**src/rtl/blk_xlate_pkg.sv**
```systemverilog
package blk_xlate_pkg;
  localparam int unsigned ADDR_W  = 32;
  localparam int unsigned HI_LSB  = 28;
  localparam int unsigned LO_LSB  = 17;
  localparam int unsigned LO_W    = HI_LSB - LO_LSB;
  localparam int unsigned BL_LSB  = 2;
  localparam int unsigned PG_LSB  = 12;
  localparam int unsigned SUP_BIT = 1;
  localparam int unsigned USR_BIT = 0;

  typedef enum logic [1:0] {
    KIND_READ  = 2'd0,
    KIND_WRITE = 2'd1,
    KIND_FETCH = 2'd2,
    KIND_ALT   = 2'd3
  } accKind_e;

  typedef struct packed {
    logic wrTag;
    logic wrReal;
    logic wrInstr;
    logic capture;
  } ctrlStrobe_t;

  // rights packed as {read, write, exec}
  function automatic logic [2:0] rightsOf(input logic [1:0] code);
    case (code)
      2'd0:    rightsOf = 3'b000;
      2'd2:    rightsOf = 3'b111;
      default: rightsOf = 3'b101;
    endcase
  endfunction
endpackage

```
**src/rtl/blk_xlate_ctrl.sv**
```systemverilog
module blk_xlate_ctrl
  import blk_xlate_pkg::*;
(
  input  logic        clk,
  input  logic        rstN,
  input  logic        cfgWrEn,
  input  logic        cfgInstr,
  input  logic        cfgLower,
  input  logic        reqValid,
  output ctrlStrobe_t stb,
  output logic        rspValid
);
  always_comb begin
    stb.wrTag   = cfgWrEn & ~cfgLower;
    stb.wrReal  = cfgWrEn & cfgLower;
    stb.wrInstr = cfgInstr;
    stb.capture = reqValid;
  end

  always_ff @(posedge clk or negedge rstN) begin
    if (!rstN) rspValid <= 1'b0;
    else       rspValid <= reqValid;
  end
endmodule

```
**src/rtl/blk_xlate_entry.sv**
```systemverilog
module blk_xlate_entry
  import blk_xlate_pkg::*;
(
  input  logic [ADDR_W-1:0] tagWord,
  input  logic [ADDR_W-1:0] realWord,
  input  logic [ADDR_W-1:0] addr,
  input  logic              user,
  output logic              sel,
  output logic [ADDR_W-1:0] physAddr,
  output logic [2:0]        rights
);
  logic [LO_W-1:0] sizeMask;
  logic            hiEq;
  logic            loEq;
  logic            enabled;
  logic            unusedBits;

  assign sizeMask = tagWord[BL_LSB +: LO_W];
  assign hiEq     = addr[ADDR_W-1:HI_LSB] == tagWord[ADDR_W-1:HI_LSB];
  assign loEq     = (addr[LO_LSB +: LO_W] & ~sizeMask) == tagWord[LO_LSB +: LO_W];
  assign enabled  = user ? tagWord[USR_BIT] : tagWord[SUP_BIT];
  assign sel      = hiEq & loEq & enabled;

  assign physAddr = {realWord[ADDR_W-1:HI_LSB],
                     (addr[LO_LSB +: LO_W] & sizeMask) | realWord[LO_LSB +: LO_W],
                     addr[LO_LSB-1:PG_LSB],
                     {PG_LSB{1'b0}}};
  assign rights   = rightsOf(realWord[1:0]);

  assign unusedBits = ^{tagWord[LO_LSB-1:BL_LSB+LO_W], realWord[LO_LSB-1:2],
                        addr[PG_LSB-1:0]};
endmodule

```
**src/rtl/blk_xlate_dpath.sv**
```systemverilog
module blk_xlate_dpath
  import blk_xlate_pkg::*;
#(
  parameter int NUM_PAIRS = 4,
  parameter int IDX_W     = 2
) (
  input  logic              clk,
  input  logic              rstN,
  input  ctrlStrobe_t       stb,
  input  logic [IDX_W-1:0]  cfgIdx,
  input  logic [ADDR_W-1:0] cfgData,
  input  logic [ADDR_W-1:0] reqAddr,
  input  logic              reqUser,
  input  logic [1:0]        reqKind,
  output logic              rspHit,
  output logic              rspDenied,
  output logic [ADDR_W-1:0] rspAddr,
  output logic              rspRead,
  output logic              rspWrite,
  output logic              rspExec
);
  logic [ADDR_W-1:0] tagI  [NUM_PAIRS];
  logic [ADDR_W-1:0] realI [NUM_PAIRS];
  logic [ADDR_W-1:0] tagD  [NUM_PAIRS];
  logic [ADDR_W-1:0] realD [NUM_PAIRS];

  always_ff @(posedge clk or negedge rstN) begin
    if (!rstN) begin
      for (int k = 0; k < NUM_PAIRS; k++) begin
        tagI[k]  <= '0;
        realI[k] <= '0;
        tagD[k]  <= '0;
        realD[k] <= '0;
      end
    end else begin
      for (int k = 0; k < NUM_PAIRS; k++) begin
        if (cfgIdx == IDX_W'(k)) begin
          if (stb.wrTag  &&  stb.wrInstr) tagI[k]  <= cfgData;
          if (stb.wrReal &&  stb.wrInstr) realI[k] <= cfgData;
          if (stb.wrTag  && !stb.wrInstr) tagD[k]  <= cfgData;
          if (stb.wrReal && !stb.wrInstr) realD[k] <= cfgData;
        end
      end
    end
  end

  accKind_e          kind;
  logic              isFetch;
  logic [NUM_PAIRS-1:0] sel;
  logic [ADDR_W-1:0] physArr  [NUM_PAIRS];
  logic [2:0]        rightArr [NUM_PAIRS];

  assign kind    = accKind_e'(reqKind);
  assign isFetch = kind == KIND_FETCH;

  for (genvar g = 0; g < NUM_PAIRS; g++) begin : g_pair
    blk_xlate_entry uEnt (
      .tagWord  (isFetch ? tagI[g]  : tagD[g]),
      .realWord (isFetch ? realI[g] : realD[g]),
      .addr     (reqAddr),
      .user     (reqUser),
      .sel      (sel[g]),
      .physAddr (physArr[g]),
      .rights   (rightArr[g])
    );
  end

  logic              found;
  logic [ADDR_W-1:0] winAddr;
  logic [2:0]        winRights;
  logic              allowed;

  always_comb begin
    found     = 1'b0;
    winAddr   = '0;
    winRights = '0;
    for (int k = NUM_PAIRS - 1; k >= 0; k--) begin
      if (sel[k]) begin
        found     = 1'b1;
        winAddr   = physArr[k];
        winRights = rightArr[k];
      end
    end
    case (kind)
      KIND_FETCH: allowed = winRights[0];
      KIND_WRITE: allowed = winRights[1];
      default:    allowed = winRights[2];
    endcase
  end

  always_ff @(posedge clk or negedge rstN) begin
    if (!rstN) begin
      rspHit    <= 1'b0;
      rspDenied <= 1'b0;
      rspAddr   <= '0;
      {rspRead, rspWrite, rspExec} <= 3'b000;
    end else if (stb.capture) begin
      rspHit    <= found & allowed;
      rspDenied <= found & ~allowed;
      rspAddr   <= (found & allowed) ? winAddr : '0;
      {rspRead, rspWrite, rspExec} <= found ? winRights : 3'b000;
    end else begin
      rspHit    <= 1'b0;
      rspDenied <= 1'b0;
      rspAddr   <= '0;
      {rspRead, rspWrite, rspExec} <= 3'b000;
    end
  end
endmodule

```
**src/rtl/blk_xlate.sv**
```systemverilog
module blk_xlate
  import blk_xlate_pkg::*;
#(
  parameter  int NUM_PAIRS = 4,
  localparam int IDX_W     = (NUM_PAIRS > 1) ? $clog2(NUM_PAIRS) : 1
) (
  input  logic              clk,
  input  logic              rstN,
  input  logic              cfgWrEn,
  input  logic              cfgInstr,
  input  logic              cfgLower,
  input  logic [IDX_W-1:0]  cfgIdx,
  input  logic [31:0]       cfgData,
  input  logic              reqValid,
  input  logic [31:0]       reqAddr,
  input  logic              reqUser,
  input  logic [1:0]        reqKind,
  output logic              rspValid,
  output logic              rspHit,
  output logic              rspDenied,
  output logic [31:0]       rspAddr,
  output logic              rspRead,
  output logic              rspWrite,
  output logic              rspExec
);
  ctrlStrobe_t stb;

  blk_xlate_ctrl uCtrl (
    .clk      (clk),
    .rstN     (rstN),
    .cfgWrEn  (cfgWrEn),
    .cfgInstr (cfgInstr),
    .cfgLower (cfgLower),
    .reqValid (reqValid),
    .stb      (stb),
    .rspValid (rspValid)
  );

  blk_xlate_dpath #(.NUM_PAIRS(NUM_PAIRS), .IDX_W(IDX_W)) uDpath (
    .clk       (clk),
    .rstN      (rstN),
    .stb       (stb),
    .cfgIdx    (cfgIdx),
    .cfgData   (cfgData),
    .reqAddr   (reqAddr),
    .reqUser   (reqUser),
    .reqKind   (reqKind),
    .rspHit    (rspHit),
    .rspDenied (rspDenied),
    .rspAddr   (rspAddr),
    .rspRead   (rspRead),
    .rspWrite  (rspWrite),
    .rspExec   (rspExec)
  );
endmodule

```
**config.mk**
```make
export PLATFORM = sky130hd
export DESIGN_NAME = blk_xlate
export DESIGN_NICKNAME = d
export VERILOG_FILES = /design/src/rtl/blk_xlate_pkg.sv /design/src/rtl/blk_xlate_ctrl.sv /design/src/rtl/blk_xlate_entry.sv /design/src/rtl/blk_xlate_dpath.sv /design/src/rtl/blk_xlate.sv
export SDC_FILE = /design/constraint.sdc
export NUM_CORES = 1
export LEC_CHECK = 0
export BUFFER_PORTS_ARGS = -buffer_cell sky130_fd_sc_hd__buf_2
export CORE_UTILIZATION = 35
export DETAILED_ROUTE_END_ITERATION = 10
export SETUP_SLACK_MARGIN = 0.05
export SYNTH_ARGS = -nofsm -noshare
export SYNTH_HDL_FRONTEND = slang
export SYNTH_HIERARCHICAL = 1
export SYNTH_SLANG_ARGS = --single-unit
```
**constraint.sdc**
```tcl
create_clock -name clk -period 3 [get_ports clk]
set_input_delay 0.6 -clock clk [delete_from_list [all_inputs] [get_ports clk]]
set_output_delay 0.6 -clock clk [all_outputs]
set_load 0.05 [all_outputs]
```
; ---- After elaboration in Yosys (flattened, before gate mapping)
; Index checks and enable logic that the tools add are counted.
[totals]
reg_bits = 550
out_inout_bits = 38
[classes]
n_eq_ne = 17
mux = 37
n_bitwise = 30
reduce_logical = 26
[ops]
columns = op, count
row1 = 32-bit 2-to-1 mux, 14
row2 = 11-bit AND, 8
row3 = 11-bit == test, 4
row4 = 11-bit NOT, 4
row5 = 11-bit OR, 4
row6 = 2-bit AND reduction, 16
row7 = 3-bit case mux with 2 select lines, 4
row8 = 4-bit == test, 4
row9 = 3-bit 2-to-1 mux, 5
row10 = 2-bit == test (second input constant), 7
row11 = 1-bit 2-to-1 mux, 13
row12 = 1-bit AND, 12
row13 = 2-bit logical NOT, 5
row14 = 2-bit by 1-bit == test with 1-bit output (second input constant), 2
row15 = 1-bit logical AND, 4
row16 = 1-bit NOT, 2
row17 = 1-bit case mux with 2 select lines, 1
row18 = 1-bit logical NOT, 1

; ---- Logic depth before layout (Yosys ltp)
; Gate-level depths: netlist of the first run.
[depth]
depth_word = 15
ltp_mapped = 16
ltp_nobuf = 11

; ---- Hierarchy
; Netlist of the first run, hierarchy kept.
[by_module_without_submodules]
columns = mod, n_inst, cells_per_inst, area_each_um2, seq_area_each_um2
row1 = blk_xlate_dpath, 1, 1640, 24384.6, 13738.2
row2 = blk_xlate_entry, 4, 69, 546.8, 0.0
row3 = blk_xlate_ctrl, 1, 5, 56.3, 25.0

; ---- Worst setup path before layout of the first run
; OpenSTA, ideal clock, no wires.
[synth_path]
path_kind = input -> register
startpoint = input port reqKind[0]
endpoint = register uDpath.rspHit
setup_ns = 0.132
arrival_ns = 3.716
path_slack_ns = -0.849
path_stages = 16
path_cell_list = inv_1 > ha_1 > clkbuf_1 > clkbuf_1 > buf_2 > mux2_2 > nor2b_1 > xnor2_2 > nand4_1 > nor4_2 > nor2b_1 > buf_4 > a221o_1 > a31oi_4 > buf_4 > a211oi_1
[synth_via]
elab_cells_between_ends = 61
cone_classes = eq/ne: 14 / mux: 26 / bitwise: 17 / reduce/logical: 4
[synth_rtl]
columns = element, line
row1 = "start, declared", blk_xlate.sv:17  ; input logic [1:0] reqKind,
row2 = 2-bit == test *, blk_xlate_dpath.sv:54  ; assign isFetch = kind == KIND_FETCH;
row3 = 32-bit 2-to-1 mux *, blk_xlate_dpath.sv:58  ; .tagWord (isFetch ? tagI[g] : tagD[g]),
row4 = 11-bit NOT, blk_xlate_entry.sv:20  ; assign loEq = (addr[LO_LSB +: LO_W] & ~sizeMask) == tagWord[LO_LSB +: LO_W];
row5 = 11-bit AND, blk_xlate_entry.sv:20
row6 = 11-bit == test, blk_xlate_entry.sv:20
row7 = 1-bit AND, blk_xlate_entry.sv:22  ; assign sel = hiEq & loEq & enabled;
row8 = 1-bit AND *, blk_xlate_entry.sv:22
row9 = via uDpath.sel[2], blk_xlate_dpath.sv:49  ; logic [NUM_PAIRS-1:0] sel;
row10 = 3-bit 2-to-1 mux (3 in a row), blk_xlate_dpath.sv:78  ; if (sel[k]) begin
row11 = 1-bit case mux with 2 select lines, blk_xlate_dpath.sv:84  ; case (kind)
row12 = 1-bit AND *, blk_xlate_dpath.sv:98  ; rspHit <= found & allowed;
row13 = 1-bit 2-to-1 mux *, blk_xlate_dpath.sv:97  ; end else if (stb.capture) begin
row14 = "end signal, assigned", blk_xlate_dpath.sv:98
row15 = "end, declared", blk_xlate_dpath.sv:15  ; output logic rspHit,
; The timed path passes the listed nets; every way through them passes the cells marked *.
; A chain may end at the register's enable or synchronous reset.

; ---- Worst setup path after layout of the first run
[layout_path]
startpoint = input port reqKind[0]
endpoint = register uDpath.rspAddr[23]
[layout_via]
elab_cells_between_ends = 74
cone_classes = eq/ne: 14 / mux: 31 / bitwise: 25 / reduce/logical: 4
[layout_rtl]
columns = element, line
row1 = 2-bit == test *, blk_xlate_dpath.sv:54
row2 = 32-bit 2-to-1 mux *, blk_xlate_dpath.sv:58
row3 = 11-bit NOT, blk_xlate_entry.sv:20
row4 = 11-bit AND, blk_xlate_entry.sv:20
row5 = 11-bit == test, blk_xlate_entry.sv:20
row6 = 1-bit AND, blk_xlate_entry.sv:22
row7 = 1-bit AND *, blk_xlate_entry.sv:22
row8 = via uDpath.sel[2], blk_xlate_dpath.sv:49
row9 = 3-bit 2-to-1 mux (3 in a row), blk_xlate_dpath.sv:78
row10 = 1-bit case mux with 2 select lines, blk_xlate_dpath.sv:84
row11 = 1-bit AND, blk_xlate_dpath.sv:100  ; rspAddr <= (found & allowed) ? winAddr : '0;
row12 = 32-bit 2-to-1 mux *, blk_xlate_dpath.sv:100
row13 = 32-bit 2-to-1 mux *, blk_xlate_dpath.sv:97
row14 = "end signal, assigned", blk_xlate_dpath.sv:100
row15 = "end, declared", blk_xlate_dpath.sv:17  ; output logic [ADDR_W-1:0] rspAddr,
; Marks and branches as above.

==> results of run 1 <==
-- flip-flops by register name, summed over array words and instances (netlist names) --
| name | flops |
|---|---|
| uDpath/rspExec | 1 |
| uDpath/realD | 68 |
| uDpath/tagD | 112 |
| uDpath/rspRead | 1 |
| uCtrl/rspValid | 1 |
| uDpath/rspAddr | 32 |
| uDpath/rspDenied | 1 |
| uDpath/rspWrite | 1 |
| uDpath/tagI | 112 |
| uDpath/realI | 68 |
| uDpath/rspHit | 1 |
-- how the worst max path moves through the flow --
stage	endpoint	slack, ps	cells past startpoint	from
detailed placement	uDpath/rspAddr[29]	-1280	16	reqKind[0]
CTS	uDpath/rspAddr[29]	-410	19	reqKind[0]
global placement	uDpath/rspAddr[29]	-1290	16	reqKind[0]
global route	uDpath/rspAddr[22]	-490	18	reqKind[0]
floorplan	uDpath/rspAddr[10]	-410	16	reqKind[0]
finish	uDpath/rspAddr[23]	-450	18	reqKind[0]
-- per-layer routing --
layer,GRT usage,part of all wire
met1,0.2580,0.45
met2,0.3105,0.47
met3,0.04664,0.051
met4,0.06050,0.027
met5,0.01062,0.0018
-- through the flow --
| stage | setup slack, ps | util | std cells | instance area, µm² |
|---|---|---|---|---|
| final | -450.1 | 0.4420 | 2499 | 25070 |
| after global routing | -494.2 | 0.4420 | 2498 | 25070 |
| after CTS | -412.8 | 0.4325 | 2481 | 24530 |
| after detailed placement | -1276 | 0.3921 | 2365 | 22240 |
| after global placement | -1290 | 0.3921 | 2365 | 22240 |
| after floorplan | -407.9 | - | 1578 | 20730 |
-- power breakdown --
group          total, µW  switching (µW)  leakage, µW  internal, µW
sequential          7050             548      0.00494          6500
combinational       3950            1650      0.00542          2300
clock               5900            2230     0.000787          3670
total              16900            4430       0.0112         12500
-- final cells by class --
| type | count | share of cell area |
|---|---|---|
| diodes | 2 | 0.0001997 |
| clock buffers | 72 | 0.05675 |
| clock inverters | 11 | 0.007287 |
| inverters | 4 | 0.001148 |
| multi-input cells | 950 | 0.3928 |
| flip-flops and latches | 398 | 0.3973 |
| well taps | 756 | 0.03773 |
| repair buffers | 306 | 0.1068 |
-- worst max-delay path, stage by stage --
cell and delay (ps):
buf_8 110, clkinv_8 40, ha_4 200, buf_6 150, buf_12 140, buf_8 110
mux2_4 310, nor2b_4 130, xnor2_2 150, nand4_1 300, nor4_4 310, buf_4 180
nor2b_4 50, a221o_1 370, a31oi_4 370, buf_12 180, buf_8 110, a211oi_2 60
-- layout by cell type, fill, tap and decap left out, types with 11 or more instances in the layout --
| cell type | count |
|---|---|
| nor2b_1 | 19 |
| mux2_4 | 29 |
| dfrtp_1 | 398 |
| clkbuf_1 | 12 |
| clkbuf_8 | 11 |
| nand4_1 | 14 |
| a21o_1 | 40 |
| buf_6 | 25 |
| xnor2_1 | 24 |
| buf_4 | 143 |
| mux2_1 | 13 |
| clkbuf_16 | 52 |
| o22ai_1 | 32 |
| a221oi_1 | 31 |
| a211oi_2 | 28 |
| nor2b_4 | 23 |
| mux2_2 | 502 |
| buf_2 | 93 |
| or3_1 | 23 |
| buf_8 | 12 |
| conb_1 | 48 |
| xnor2_2 | 26 |
| buf_12 | 30 |
-- timing repair --
action	4_1_cts	5_1_grt
setup buffers	32	20
gates cloned	3	3
endpoints found under the hold margin	0	0
gates resized for setup	73	101
endpoints found under the setup margin	37	37
pin swaps	26	40
==> impl_results.md, run 1 <==
* Status: complete, but fails checks
* Failing checks: negative setup slack
* Iteration-0 DRC Markers at 643
* Root Driver: clkbuf_16
* Synth Warn # at 6
* Reg clk slew, reported paths at roughly 60 ps
* Vias at 12841
* Share of layout cells above drive strength 1 at 0.5968
* Fill cell count at 5118
* Die X at 242.4 µm
* DIE AREA at 58760 µm²
* Final setup fails at 37
* Clock sinks at 398
* Final slew viol count at 0
* Clock Skew at 18.99 ps
* Arr. time, crit path at 3920 ps
* Critical R2R Capture: uDpath/rspAddr[23]
* Clk_lat worst skew at 580 ps
* Number of buffers created by CTS at 46
* PortBufs at 96
* Syn Area/Cell at 13.19 µm²
* Worst r2r path cells at 13
* Sequential cell area at 9960 µm²
* Via density at 5.138
* Power Dens Cells at 674.3 nW/µm²
* Final HPWL from detailed placement at 37.39 mm
* Layout Nets at ~1800
* Rows at 87
* Vias in the first global route at roughly 14000
* Max-cap violations at 0
* RePlAce Congestion at 0.8118
* Antenna violations before repair at 8
* Slew @ Worst Pin at 667.9 ps
* Gr usage total at 0.1942
* Hold Buf Count CTS at 0
* RR Startpoint: uDpath/tagD[37]
* Tot Pwr at 16900 µW
* Area of the multi-input gates at 9847 µm²
* Initial Util at 0.3567
* Peak VDD IR at ~410 µV
* Area Growth Syn to Fin at 23.93%
* Crit path launch type: input pin
* HP Class: input pin to asynchronous set/reset pin
* R2R Setup Slk at -70 ps
* Final WL at between 50 and 60 mm
* ANT nets after route at 0
* # IOs at 113
* Mapped Cells at 1534
* Worst hold slack at 32.70 ps
* Htree depth at 2
* Leak pwr at roughly 0.011 µW
* Final hold vios at 0
* CP Capture Type: flip-flop
* RSZ-0062 raised after global routing: true
* Setup TNS at -14380 ps
* Core Box Area at between 50000 and 60000 µm²
* Critical Path RT at roughly 3500 ps
* First-pass GRT wire length at 86.17 mm
* Fmax at just under 0.3 GHz
* Final setup margin at -450.1 ps
* Mapped Area at 20230 µm²
* CTS tree: done
* DR WL/cell at 22.71 µm
* DR pass1 iterations at 5
* Die H at 242.4 µm
* Largest net degree at the start of global routing at 79
* Final cycle utilization of the critical path at 1.150
* DRC Markers at 0
* CP Max Fanout at 6
* Slew HR at 0.5547
* Type of the worst setup path: input pin to flip-flop
* Total gr overflow at 0
* Bufs on Longest Clock Path at 3
* Period minus WS final at 3450 ps
Note: power is estimated with default switching activity, not from simulation.
==> run 2, diff against run 1 <==
SYNTH_HIERARCHICAL = not set   (was 1)
==> run 2 against run 1 <==
Compared with the run above: the flow finishes with violations (negative hold slack, negative setup slack); sequential power increased by 3%; combinational power decreased by 2%; clock power decreased by 3.9%; design area decreased by 4.5%; power decreased by 0.61%; non-clock buffer count decreased by 1; worst hold slack got worse by 52 ps; setup slack improved by 230 ps; sequential share of layout area increased by 0.51 points; wire length increased by 15%.
==> impl_results.md, run 2 <==
* Status: complete, but fails checks
* Failing checks: negative hold slack, negative setup slack
* Clk_lat worst skew at 570 ps
* ANT nets after route at 0
* First-pass GRT wire length at 97.51 mm
* Synth Flop Type: dfrtp_1
* Most common cell after layout, fill and taps aside: dfrtp_1
* Layout Cells excl Fill at 2581
* Share of layout cells above drive strength 1 at 0.4520
* Top Registers: uDpath.tagD x112, uDpath.tagI x112
* Gr usage total at 0.2327
* Synth Warn # at 0
* Antenna violations before repair at 1
* Synth area leaders: dfrtp_1 (50%), mux2_2 (21%), nand2_1 (4.0%), mux4_2 (3.5%), nor2_1 (2.2%)
* Leading area contributor after synthesis: dfrtp_1
* Rows at 85
* Type of the worst setup path: input pin to flip-flop
* Vias in the first global route at 14850
* Die X at 236.9 µm
* Via density at between 5 and 6
* Final HPWL from detailed placement at roughly 46 mm
* Bufs on Longest Clock Path at 3
* Layout Nets at between 1500 and 2000
* Mapped Area at ~19000 µm²
* Post-synthesis register bit count at 385
* Slew HR at 0.5175
* Root Driver: clkbuf_16
* Final cycle utilization of the critical path at 1.073
* N_diodes at 0
* Final slew viol count at 0
* Fmax at 0.3108 GHz
* Critical Path RT at ~3400 ps
* DR pass1 iterations at 5
* Final setup fails at 22
* Htree depth at 2
* Peak VDD IR at 365.1 µV
* Netlist cell types at 78
* Design Area, Final at 23940 µm²
* Commonest cells after routing, fill and taps aside: dfrtp_1 (385), mux2_2 (366), nand2_1 (205)
* DIE AREA at 56110 µm²
* Clock sinks at 385
* Mapped Cells at 1621
* Total gr overflow at 0
* DR WL/cell at around 25 µm
* # IOs at 113
* Final WL at 65.00 mm
* Final setup margin at -217.6 ps
* Largest net degree at the start of global routing at 73
* Sequential area share after synthesis at 0.4989
* Power Dens Cells at 701.7 nW/µm²
* Worst hold slack at -19.65 ps
* Initial Util at 0.3567
* Clock Skew at ~17 ps
* Reg clk slew, reported paths at approximately 60 ps
* RSZ-0062 raised after global routing: true
* CP Max Fanout at 9
* Dpl cell area at 21840 µm²
* CTS tree: done
* Core Box Area at 54130 µm²
* Crit path launch type: input pin
* Arr. time, crit path at approximately 3700 ps
* RePlAce Congestion at 0.9225
* Period minus WS final at 3218 ps
* Post-synth EDFFs at 0
* Most frequent cell after synthesis: dfrtp_1
* PortBufs at 84
* Vias at 14629
* Synth top area share at 0.4989
* Placed cells at 2495
* DRC Markers at 0
* CP Capture Type: flip-flop
* Final hold vios at 4
* HP Class: input pin to asynchronous set/reset pin
* Max-cap violations at 0
* Leak pwr at around 0.010 µW
* Post-synth top cells: dfrtp_1 (385), mux2_2 (366), nand2_1 (206)
* Area Growth Syn to Fin at 24.00%
* Slew @ Worst Pin at 716.2 ps
* Ys async rst share at 1.000
* Number of buffers created by CTS at 42
* Syn Area/Cell at 11.91 µm²
* Die H at 236.9 µm
* Iteration-0 DRC Markers at 1468
==> run 2: path summary, 6_finish.rpt <==
kind,from,endpoint,slack [ps],cells after the start
max reg2reg,uDpath.tagD[66],uDpath.rspAddr[12],-180,8
min,rstN,uDpath.tagI[117],-20,1
max,reqKind[1],uDpath.rspAddr[27],-220,14
min in group clk,reqAddr[15],uDpath.rspAddr[15],290,2
min reg2reg,uDpath.realD[89],uDpath.realD[89],500,1
max in group asynchronous,rstN,uDpath.realI[127],2150,2
==> run 2: routing by layer <==
layer / GRT usage / share of wire
met3: 0.03649 / 0.060
met5: 0 / 0
met1: 0.3129 / 0.43
met4: 0.09957 / 0.044
met2: 0.3722 / 0.47
==> run 2: through the flow <==
| stage | total power, µW | utilization | hold WS (ps) | setup TNS (ps) | setup WS [ps] |
|---|---|---|---|---|---|
| after floorplan | 9275 | - | 304.4 | -8829 | -415.9 |
| after detailed placement | 10970 | 0.4034 | 487.1 | -22330 | -1042 |
| after global routing | 17470 | 0.4423 | 11.77 | -5096 | -278.2 |
| final | 16800 | 0.4423 | -19.65 | -3459 | -217.6 |
| after CTS | 16790 | 0.4393 | 1.545 | -3702 | -212.7 |
| after global placement | 10840 | 0.4034 | 480.5 | -20210 | -899.5 |
==> run 2: area by class of cell <==
cell class / count / area, µm²
clock buffer: 63 / 1294
clock inverter: 13 / 220.2
fill: 4908 / 30190
inverter: 13 / 48.80
multi-input combinational: 1106 / 9459
sequential: 385 / 9634
tap: 696 / 870.8
timing repair buffer: 305 / 2417
==> run 2: report_power, final <==
| group | total (µW) | switching (µW) | internal (µW) |
|---|---|---|---|
| clock network | 5670 | 2170 | 3490 |
| registers | 7240 | 914 | 6330 |
| logic | 3890 | 1830 | 2060 |
==> run 2: cells by family after synthesis <==
group	after synthesis	synth area share
AO/OA/AOI/OAI	166	0.06674
XOR/XNOR	12	0.005443
buffers and inverters	141	0.03505
flip-flops	385	0.4989
multiplexers	426	0.2673
other	1	0.0001942
AND/OR/NAND/NOR	490	0.1263
==> run 2: critical path: stages <==
cell	delay (ps)
buf_6	70
nor2b_4	140
buf_12	140
bufbuf_16	270
buf_4	110
mux4_2	520
nor4b_1	250
and4_1	230
buf_4	160
and3_2	240
buf_6	170
nor2_1	160
a221oi_1	540
nor4_4	50
==> run 2: what timing repair did <==
action	CTS	global route
endpoints found under the hold margin	0	0
cloned	4	0
buffers inserted	3	3
endpoints found under the setup margin	24	24
gates resized for setup	56	25
pin swaps	10	11
hold buffers	0	0
